$ cat src/rtl/bus_strobe_pkg.sv
package bus_strobe_pkg;
  typedef struct packed {
    logic ext;   // external program execution
    logic movx;  // external data access cycle
    logic movc;  // code-read instruction cycle
    logic off;   // address-latch switch-off bit
  } cyc_ctx_t;

  localparam cyc_ctx_t CTX_IDLE = '{ext: 1'b0, movx: 1'b0, movc: 1'b0, off: 1'b0};
endpackage

$ cat src/rtl/bus_phase_ctr.sv
module bus_phase_ctr #(
  parameter int CYC_LEN = 12,
  localparam int PW = $clog2(CYC_LEN)
) (
  input  logic          clk,
  input  logic          rst_n,
  output logic [PW-1:0] ph_q,
  output logic [PW-1:0] ph_nxt,
  output logic          wrap
);
  localparam logic [PW-1:0] LAST = PW'(CYC_LEN - 1);

  assign wrap   = (ph_q == LAST);
  assign ph_nxt = wrap ? '0 : ph_q + 1'b1;

  // Reset parks at the last phase so the first edge opens machine cycle 0.
  always_ff @(posedge clk or negedge rst_n)
    if (!rst_n) ph_q <= LAST;
    else        ph_q <= ph_nxt;

  p_phase_range_r2: assert property (@(posedge clk) disable iff (!rst_n)
    ph_q <= LAST);
  p_phase_step_r2: assert property (@(posedge clk) disable iff (!rst_n)
    (ph_q != LAST) |=> (ph_q == $past(ph_q) + 1'b1));
endmodule

$ cat src/rtl/bus_cycle_ctx.sv
module bus_cycle_ctx
  import bus_strobe_pkg::*;
(
  input  logic     clk,
  input  logic     rst_n,
  input  logic     wrap,
  input  cyc_ctx_t ctx_in,
  output cyc_ctx_t ctx_q,
  output cyc_ctx_t ctx_nxt
);
  assign ctx_nxt = wrap ? ctx_in : ctx_q;

  always_ff @(posedge clk or negedge rst_n)
    if (!rst_n) ctx_q <= CTX_IDLE;
    else        ctx_q <= ctx_nxt;

  p_ctx_hold_r3: assert property (@(posedge clk) disable iff (!rst_n)
    !wrap |=> $stable(ctx_q));
endmodule

$ cat src/rtl/bus_strobe_out.sv
module bus_strobe_out
  import bus_strobe_pkg::*;
#(
  parameter int CYC_LEN = 12,
  parameter int ALE_W   = 2,
  parameter int PSEN_W  = 3,
  localparam int PW     = $clog2(CYC_LEN),
  localparam int HALF   = CYC_LEN / 2
) (
  input  logic          clk,
  input  logic          rst_n,
  input  logic [PW-1:0] ph_nxt,
  input  cyc_ctx_t      ctx_nxt,
  output logic          ale_o,
  output logic          ale_drv_o,
  output logic          psen_n_o
);
  logic          slot1;
  logic [PW-1:0] off;
  logic          ale_win, psen_win, released;
  logic          ale_d, drv_d, psen_d;

  always_comb begin
    slot1    = (ph_nxt >= PW'(HALF));
    off      = slot1 ? ph_nxt - PW'(HALF) : ph_nxt;
    ale_win  = (off < PW'(ALE_W));
    psen_win = (off >= PW'(ALE_W)) && (off < PW'(ALE_W + PSEN_W));
    released = ctx_nxt.off && !ctx_nxt.ext && !ctx_nxt.movx && !ctx_nxt.movc;
    drv_d    = !released;
    ale_d    = released | (ale_win & !(ctx_nxt.movx & !slot1));
    psen_d   = !(ctx_nxt.ext & !ctx_nxt.movx & psen_win);
  end

  always_ff @(posedge clk or negedge rst_n)
    if (!rst_n) begin
      ale_o     <= 1'b0;
      ale_drv_o <= 1'b1;
      psen_n_o  <= 1'b1;
    end else begin
      ale_o     <= ale_d;
      ale_drv_o <= drv_d;
      psen_n_o  <= psen_d;
    end

  p_no_overlap_r11: assert property (@(posedge clk) disable iff (!rst_n)
    !(ale_o && ale_drv_o && !psen_n_o));
  p_release_high_r5: assert property (@(posedge clk) disable iff (!rst_n)
    !ale_drv_o |-> ale_o);
  p_psen_internal_r10: assert property (@(posedge clk) disable iff (!rst_n)
    !ctx_nxt.ext |=> psen_n_o);
  p_ext_drives_r7: assert property (@(posedge clk) disable iff (!rst_n)
    ctx_nxt.ext |=> ale_drv_o);
endmodule

$ cat src/rtl/bus_strobe_gen.sv
module bus_strobe_gen
  import bus_strobe_pkg::*;
#(
  parameter int CYC_LEN = 12,
  parameter int ALE_W   = 2,
  parameter int PSEN_W  = 3
) (
  input  logic clk,
  input  logic rst_n,
  input  logic ext_exec_i,
  input  logic movx_i,
  input  logic movc_i,
  input  logic ale_off_i,
  output logic ale_o,
  output logic ale_drv_o,
  output logic psen_n_o
);
  localparam int PW   = $clog2(CYC_LEN);
  localparam int HALF = CYC_LEN / 2;

  logic [PW-1:0] ph_q, ph_nxt;
  logic          wrap;
  cyc_ctx_t      ctx_in, ctx_q, ctx_nxt;

  assign ctx_in = '{ext: ext_exec_i, movx: movx_i, movc: movc_i, off: ale_off_i};

  bus_phase_ctr #(.CYC_LEN(CYC_LEN)) u_ph (
    .clk(clk), .rst_n(rst_n), .ph_q(ph_q), .ph_nxt(ph_nxt), .wrap(wrap));

  bus_cycle_ctx u_ctx (
    .clk(clk), .rst_n(rst_n), .wrap(wrap), .ctx_in(ctx_in),
    .ctx_q(ctx_q), .ctx_nxt(ctx_nxt));

  bus_strobe_out #(.CYC_LEN(CYC_LEN), .ALE_W(ALE_W), .PSEN_W(PSEN_W)) u_out (
    .clk(clk), .rst_n(rst_n), .ph_nxt(ph_nxt), .ctx_nxt(ctx_nxt),
    .ale_o(ale_o), .ale_drv_o(ale_drv_o), .psen_n_o(psen_n_o));

  // ph_q, ctx_q and the output registers all describe the same period.
  p_ale_rise_slot_r2: assert property (@(posedge clk) disable iff (!rst_n)
    ($rose(ale_o) && ale_drv_o) |-> (ph_q == '0 || ph_q == PW'(HALF)));
  p_data_skip_r4: assert property (@(posedge clk) disable iff (!rst_n)
    (ctx_q.movx && ph_q == '0) |-> (ale_drv_o && !ale_o));
  p_psen_skip_r9: assert property (@(posedge clk) disable iff (!rst_n)
    ctx_q.movx |-> psen_n_o);
  p_instr_drives_r6: assert property (@(posedge clk) disable iff (!rst_n)
    (ctx_q.movx || ctx_q.movc) |-> ale_drv_o);
endmodule

$ cat config.mk
export PLATFORM = sky130hd
export DESIGN_NAME = bus_strobe_gen
export DESIGN_NICKNAME = d
export VERILOG_FILES = /design/src/rtl/bus_strobe_pkg.sv /design/src/rtl/bus_phase_ctr.sv /design/src/rtl/bus_cycle_ctx.sv /design/src/rtl/bus_strobe_out.sv /design/src/rtl/bus_strobe_gen.sv
export SDC_FILE = /design/constraint.sdc
export NUM_CORES = 1
export LEC_CHECK = 0
export BUFFER_PORTS_ARGS = -buffer_cell sky130_fd_sc_hd__buf_4
export CAP_MARGIN = 20
export CORE_UTILIZATION = 35
export CTS_BUF_LIST = sky130_fd_sc_hd__clkbuf_16
export DETAILED_ROUTE_END_ITERATION = 10
export SETUP_SLACK_MARGIN = 0.3
export SLEW_MARGIN = 20
export SYNTH_ARGS = -nofsm -noshare
export SYNTH_HDL_FRONTEND = slang
export SYNTH_SLANG_ARGS = --single-unit
$ cat constraint.sdc
create_clock -name clk -period 4.1 [get_ports clk]
set_input_delay 0.82 -clock clk [delete_from_list [all_inputs] [get_ports clk]]
set_output_delay 0.82 -clock clk [all_outputs]
set_load 0.005 [all_outputs]
Yosys cells after proc, flatten, opt, wreduce, memory -nomap -nowiden
Cells that the tools add are included.

Equality and inequality tests: 1. Reductions and logical operators: 11. $lt $le $gt $ge: 4. Mux-type cells: 3. Add/subtract/negate cells: 2. Bitwise gates (word level): 5.

Operators by type and width (number): $mux W4 (3); $logic_not A1 Y1 (7); $add A4 B1 Y4 const B (1); $and A1 B1 Y1 (4); $eq A4 B4 Y1 const B (1); $ge A4 B2 Y1 const B (1); $ge A4 B3 Y1 const B (1); $logic_and A1 B1 Y1 (4); $lt A4 B2 Y1 const B (1); $lt A4 B3 Y1 const B (1); $sub A4 B3 Y4 const B (1); $or A1 B1 Y1 (1).

Input port bits: 6. Output and inout bits: 3. Register bits: 11. Word-level logic and storage cells: 34.

Depth between registers and ports, before layout
Depth after elaboration: 8. Gate-level depth with buffers: 9. Gate-level depth less buffers: 9.

Hierarchy
From an unflattened synthesis, not the netlist that was laid out.

Cells, all modules: 43. Area total of the unflattened synthesis: 525.5 µm².

Modules (own cells, without submodules): bus_strobe_out (times used 1, area an instance 202.7 µm², cells each 21, seq. area each 77.6 µm²); bus_phase_ctr (times used 1, area an instance 177.7 µm², cells each 14, seq. area each 103.8 µm²); bus_cycle_ctx (times used 1, area an instance 145.1 µm², cells each 8, seq. area each 100.1 µm²).

Worst setup path after synthesis
OpenSTA, ideal clock, no wires.

Path type: register to register. From: register u_ph.ph_q[0]. To: register u_out.ale_o. Data required time: 3.980 ns. Cell stages (with the launch flop): 10. Arrival: 2.036 ns. Path buffers: 0. Setup slack: 1.944 ns. Period minus slack after synthesis: 2.156 ns. Library setup time: 0.120 ns. Cell sequence: dfstp_2 > ha_1 > or3b_1 > o21ai_0 > ha_1 > nand2_1 > nand3_1 > o22ai_1 > mux2i_1 > nand2_2.

Cells in the longest elaborated chain, start to end: 8. Elaborated cells between the ends (all ways): 19. Classes of those cells: add/sub: 2; order compare: 2; eq/ne: 1; mux: 3; bitwise: 3; reduce/logical: 8.

RTL lines: from (decl) (line bus_phase_ctr.sv:7) `output logic [PW-1:0] ph_q,`; from (signal assigned) (line bus_phase_ctr.sv:19) `else ph_q <= ph_nxt;`; $add A4 B1 Y4 or $eq A4 B4 Y1 (tied branches) (line bus_phase_ctr.sv:14, bus_phase_ctr.sv:13); $mux W4 * (line bus_phase_ctr.sv:14) `assign ph_nxt = wrap ? '0 : ph_q + 1'b1;`; via ph_nxt[2] (line bus_strobe_gen.sv:21) `logic [PW-1:0] ph_q, ph_nxt;`; branches (longest 4 deep; another with $sub A4 B3 Y4); $and A1 B1 Y1 * (line bus_strobe_out.sv:30) `ale_d = released | (ale_win & !(ctx_nxt.movx & !slot1));`; $or A1 B1 Y1 * (line bus_strobe_out.sv:30); via u_out.ale_d (line bus_strobe_out.sv:21) `logic ale_d, drv_d, psen_d;`; to (signal assigned) (line bus_strobe_out.sv:40) `ale_o <= ale_d;`; to (decl) (line bus_strobe_out.sv:14) `output logic ale_o,`.

Mark *: on every way through the listed nets, which the timed path passes.

Final worst setup path
Ends and elaborated chain as after synthesis.

==> results.sh <==
export IMPL_grt_use_total=0.142
export IMPL_cts_hold_buffers=0
export IMPL_cts_post_setup_buffers_inserted=0
export IMPL_clk_latency_ns=0.24
export IMPL_worst_margin_pin_slew_ns=0.448
export IMPL_worstPathRequired_ns=4.23
export IMPL_syn_nets=62
export IMPL_fmax_mhz=414
export IMPL_fp_row_count=14
export IMPL_timing_critical_path_max_delay_family="adder cells"
export IMPL_setup_violations_final=0
export IMPL_power_density_nw_per_um2=400
export IMPL_drv_max_cap_violation_count=0
export IMPL_ant_nets=0
export IMPL_grt_pass1_wl_microns=1950
export IMPL_power_uw=300
export IMPL_synthTopCellsByArea="dfrtp_1, dfstp_2, mux2i_1"
export IMPL_crit_slowest_cell="dfstp_2"
export IMPL_cts_htree_levels=1
export IMPL_post_synth_num_cell_types=29
export IMPL_port_buffers=8
export IMPL_placedCellCount=76
export IMPL_syn_cell_area_sq_um=608
export IMPL_cp_cell_sequence="ha_1 > or3b_1 > o21ai_0 > ha_1 > inv_1 > nand3_1 > o22ai_1 > mux2i_1 > nand2_2"
export IMPL_finalHoldViolations=0
export IMPL_final_weighted_congestion_of_routability_driven_global_placement=0.781
export IMPL_post_drt_wl_per_cell_microns=14.3
export IMPL_initial_core_util=0.390
export IMPL_worst_setup_path_end_kind="flop"
export IMPL_wirelength_microns=1150
export IMPL_leakage_uw=0.000380
export IMPL_cts_root_buffer="clkbuf_16"
export IMPL_layout_nets=73
export IMPL_final_setup_skew_ns=0.00330
export IMPL_worst_path_largest_cell_delay_ns=0.58
export IMPL_timing_slew_headroom=0.698
export IMPL_yosysSeqAreaShare=0.463
export IMPL_setup_worst_path_class="flop to flop"
export IMPL_cp_common_cell="ha_1"
export IMPL_report_final_slew_viol_count=0
export IMPL_critical_path_max_fanout=7
export IMPL_cts_tree="built"
export IMPL_post_synthesis_sequential_element_count=11
export IMPL_synthArstFlopShare=1.00
export IMPL_setup_worst_path_start="u_ph.ph_q[0]"
export IMPL_global_route_overflow_total=0
export IMPL_grt_start_max_net_pins=12
export IMPL_dominantRegCellSynth="dfrtp_1"
export IMPL_grt_antenna_before_repair=0
export IMPL_cp_buffers_inverters=1
export IMPL_fillCellCount=133
export IMPL_ys_warnings_count=0
export IMPL_core_area_sq_um=1560
export IMPL_drt_drc_violations_left=0
export IMPL_layout_cell_share_with_drive_strength_beyond_1=0.344
export IMPL_crit_arrival_ns=2.54
export IMPL_grt_pass1_vias=443
export IMPL_cts_buffers_inserted=3
export IMPL_die_width_microns=43.7
export IMPL_timing_final_crit_period_ns=2.41
export IMPL_rsz0062_at_grt="false"
export IMPL_outcome="finished clean"
export IMPL_synth_edff_count=0
export IMPL_cts_resized_gates=0
export IMPL_antennaDiodeCount=0
export IMPL_clkTransAtPathRegs_ns=0.04
export IMPL_via_per_inst=5.33
export IMPL_ys_top_cells_by_count="dfrtp_1, dfstp_2, inv_1, nor2_1"
export IMPL_worst_r2r_startpoint="u_ph.ph_q[0]"
export IMPL_synthesis_instances=54
export IMPL_totalNegativeSetupSlack_ns=0
export IMPL_final_cell_count_no_fill=80
export IMPL_vias=426
export IMPL_die_area_sq_um=1910
export IMPL_drt_first_pass_iters=4
export IMPL_clkSinkCount=11
export IMPL_worst_hold_path_type="input pin to asynchronous set/reset pin"
export IMPL_ios=9
export IMPL_crit_path_start_kind="flop"
export IMPL_ir_drop_uv=273
export IMPL_detailedPlacementHpwl_microns=750
export IMPL_detailedRoute_firstIterationViolations=5
export IMPL_synth_avg_cell_area_sq_um=11.3
export IMPL_max_clock_path_buffers=2
export IMPL_area_growth_pct=23.5
export IMPL_synth_top_cell_area_share=0.247
export IMPL_synth_most_common_cell="dfrtp_1"
export IMPL_die_height_microns=43.7
export IMPL_netlist_top_cell_by_area="dfrtp_1"
export IMPL_min_period_over_period=0.589
## final timing paths
path                             endpoint  slack (ns)  depth (start not counted)
setup reg to reg              u_out.ale_o        1.69                          9
min in group clk           u_ctx.ctx_q[1]        0.49                          1
max in group asynchronous    u_ph.ph_q[3]        3.48                          1
hold / removal                u_out.ale_o        0.40                          1
hold reg to reg            u_ctx.ctx_q[1]        0.49                          1
setup / recovery              u_out.ale_o        1.69                          9
## kinds of logic (layout without fill, tap and decap cells)
logic type	count (synthesis)	count (layout)	share of synthesized area
AOI/OAI and AO/OA	9	9	0.105
xor gates and xnor gates	1	1	0.0144
adders and majority gates	2	2	0.0411
buffers and inverters	6	16	0.0514
DFF	11	11	0.463
muxes	6	6	0.117
and+or+nand+nor	19	19	0.208
## power by group
part,internal [uW],switching [uW]
combinational,7.20,5.24
clock,128,47.0
sequential,112,0.807
## sequential cells by signal (all words and copies together) (netlist names)
signal	cells
u_ctx.ctx_q	4
u_out.psen_n_o	1
u_out.ale_o	1
u_ph.ph_q	4
u_out.ale_drv_o	1
## per-stage QoR
stage	utilization	hold WS [ns]	instance area, sq um	setup slack (ns)
2_1_floorplan	-	0.465	608	1.94
3_3_place_gp	0.431	0.476	672	1.77
3_5_place_dp	0.431	0.482	672	1.72
4_1_cts	0.482	0.403	751	1.71
5_1_grt	0.482	0.411	751	1.50
6_report	0.482	0.403	751	1.69
## cell usage in the layout, fill, tap and decap left out, types with 2 or more instances in the layout
master     n
dfstp_2    5
nand2b_1   2
ha_1       2
clkbuf_16  3
mux2i_1    3
dfrtp_1    6
buf_4      8
nand3_1    3
nor2_1     4
o22ai_1    2
mux2_4     2
inv_1      5
o221ai_1   2
nand2_1    2
## per-layer routing
| layer | part of all wire | GRT usage |
|---|---|---|
| met2 | 0.52 | 0.236 |
| met4 | 0 | 0.0750 |
| met1 | 0.47 | 0.176 |
| met3 | 0.014 | 0.0250 |
| met5 | 0 | 0 |
## area by class of cell
| cell class | instances | area, sq um | share of cell area |
|---|---|---|---|
| inverters | 4 | 15.0 | 0.0200 |
| clock inverters | 1 | 3.75 | 0.00500 |
| well taps | 16 | 20.0 | 0.0267 |
| repair buffers | 8 | 60.1 | 0.0800 |
| flip-flops and latches | 11 | 282 | 0.375 |
| multi-input cells | 37 | 295 | 0.393 |
| clock buffers | 3 | 75.1 | 0.100 |
Note: power is estimated with default switching activity, not from simulation.
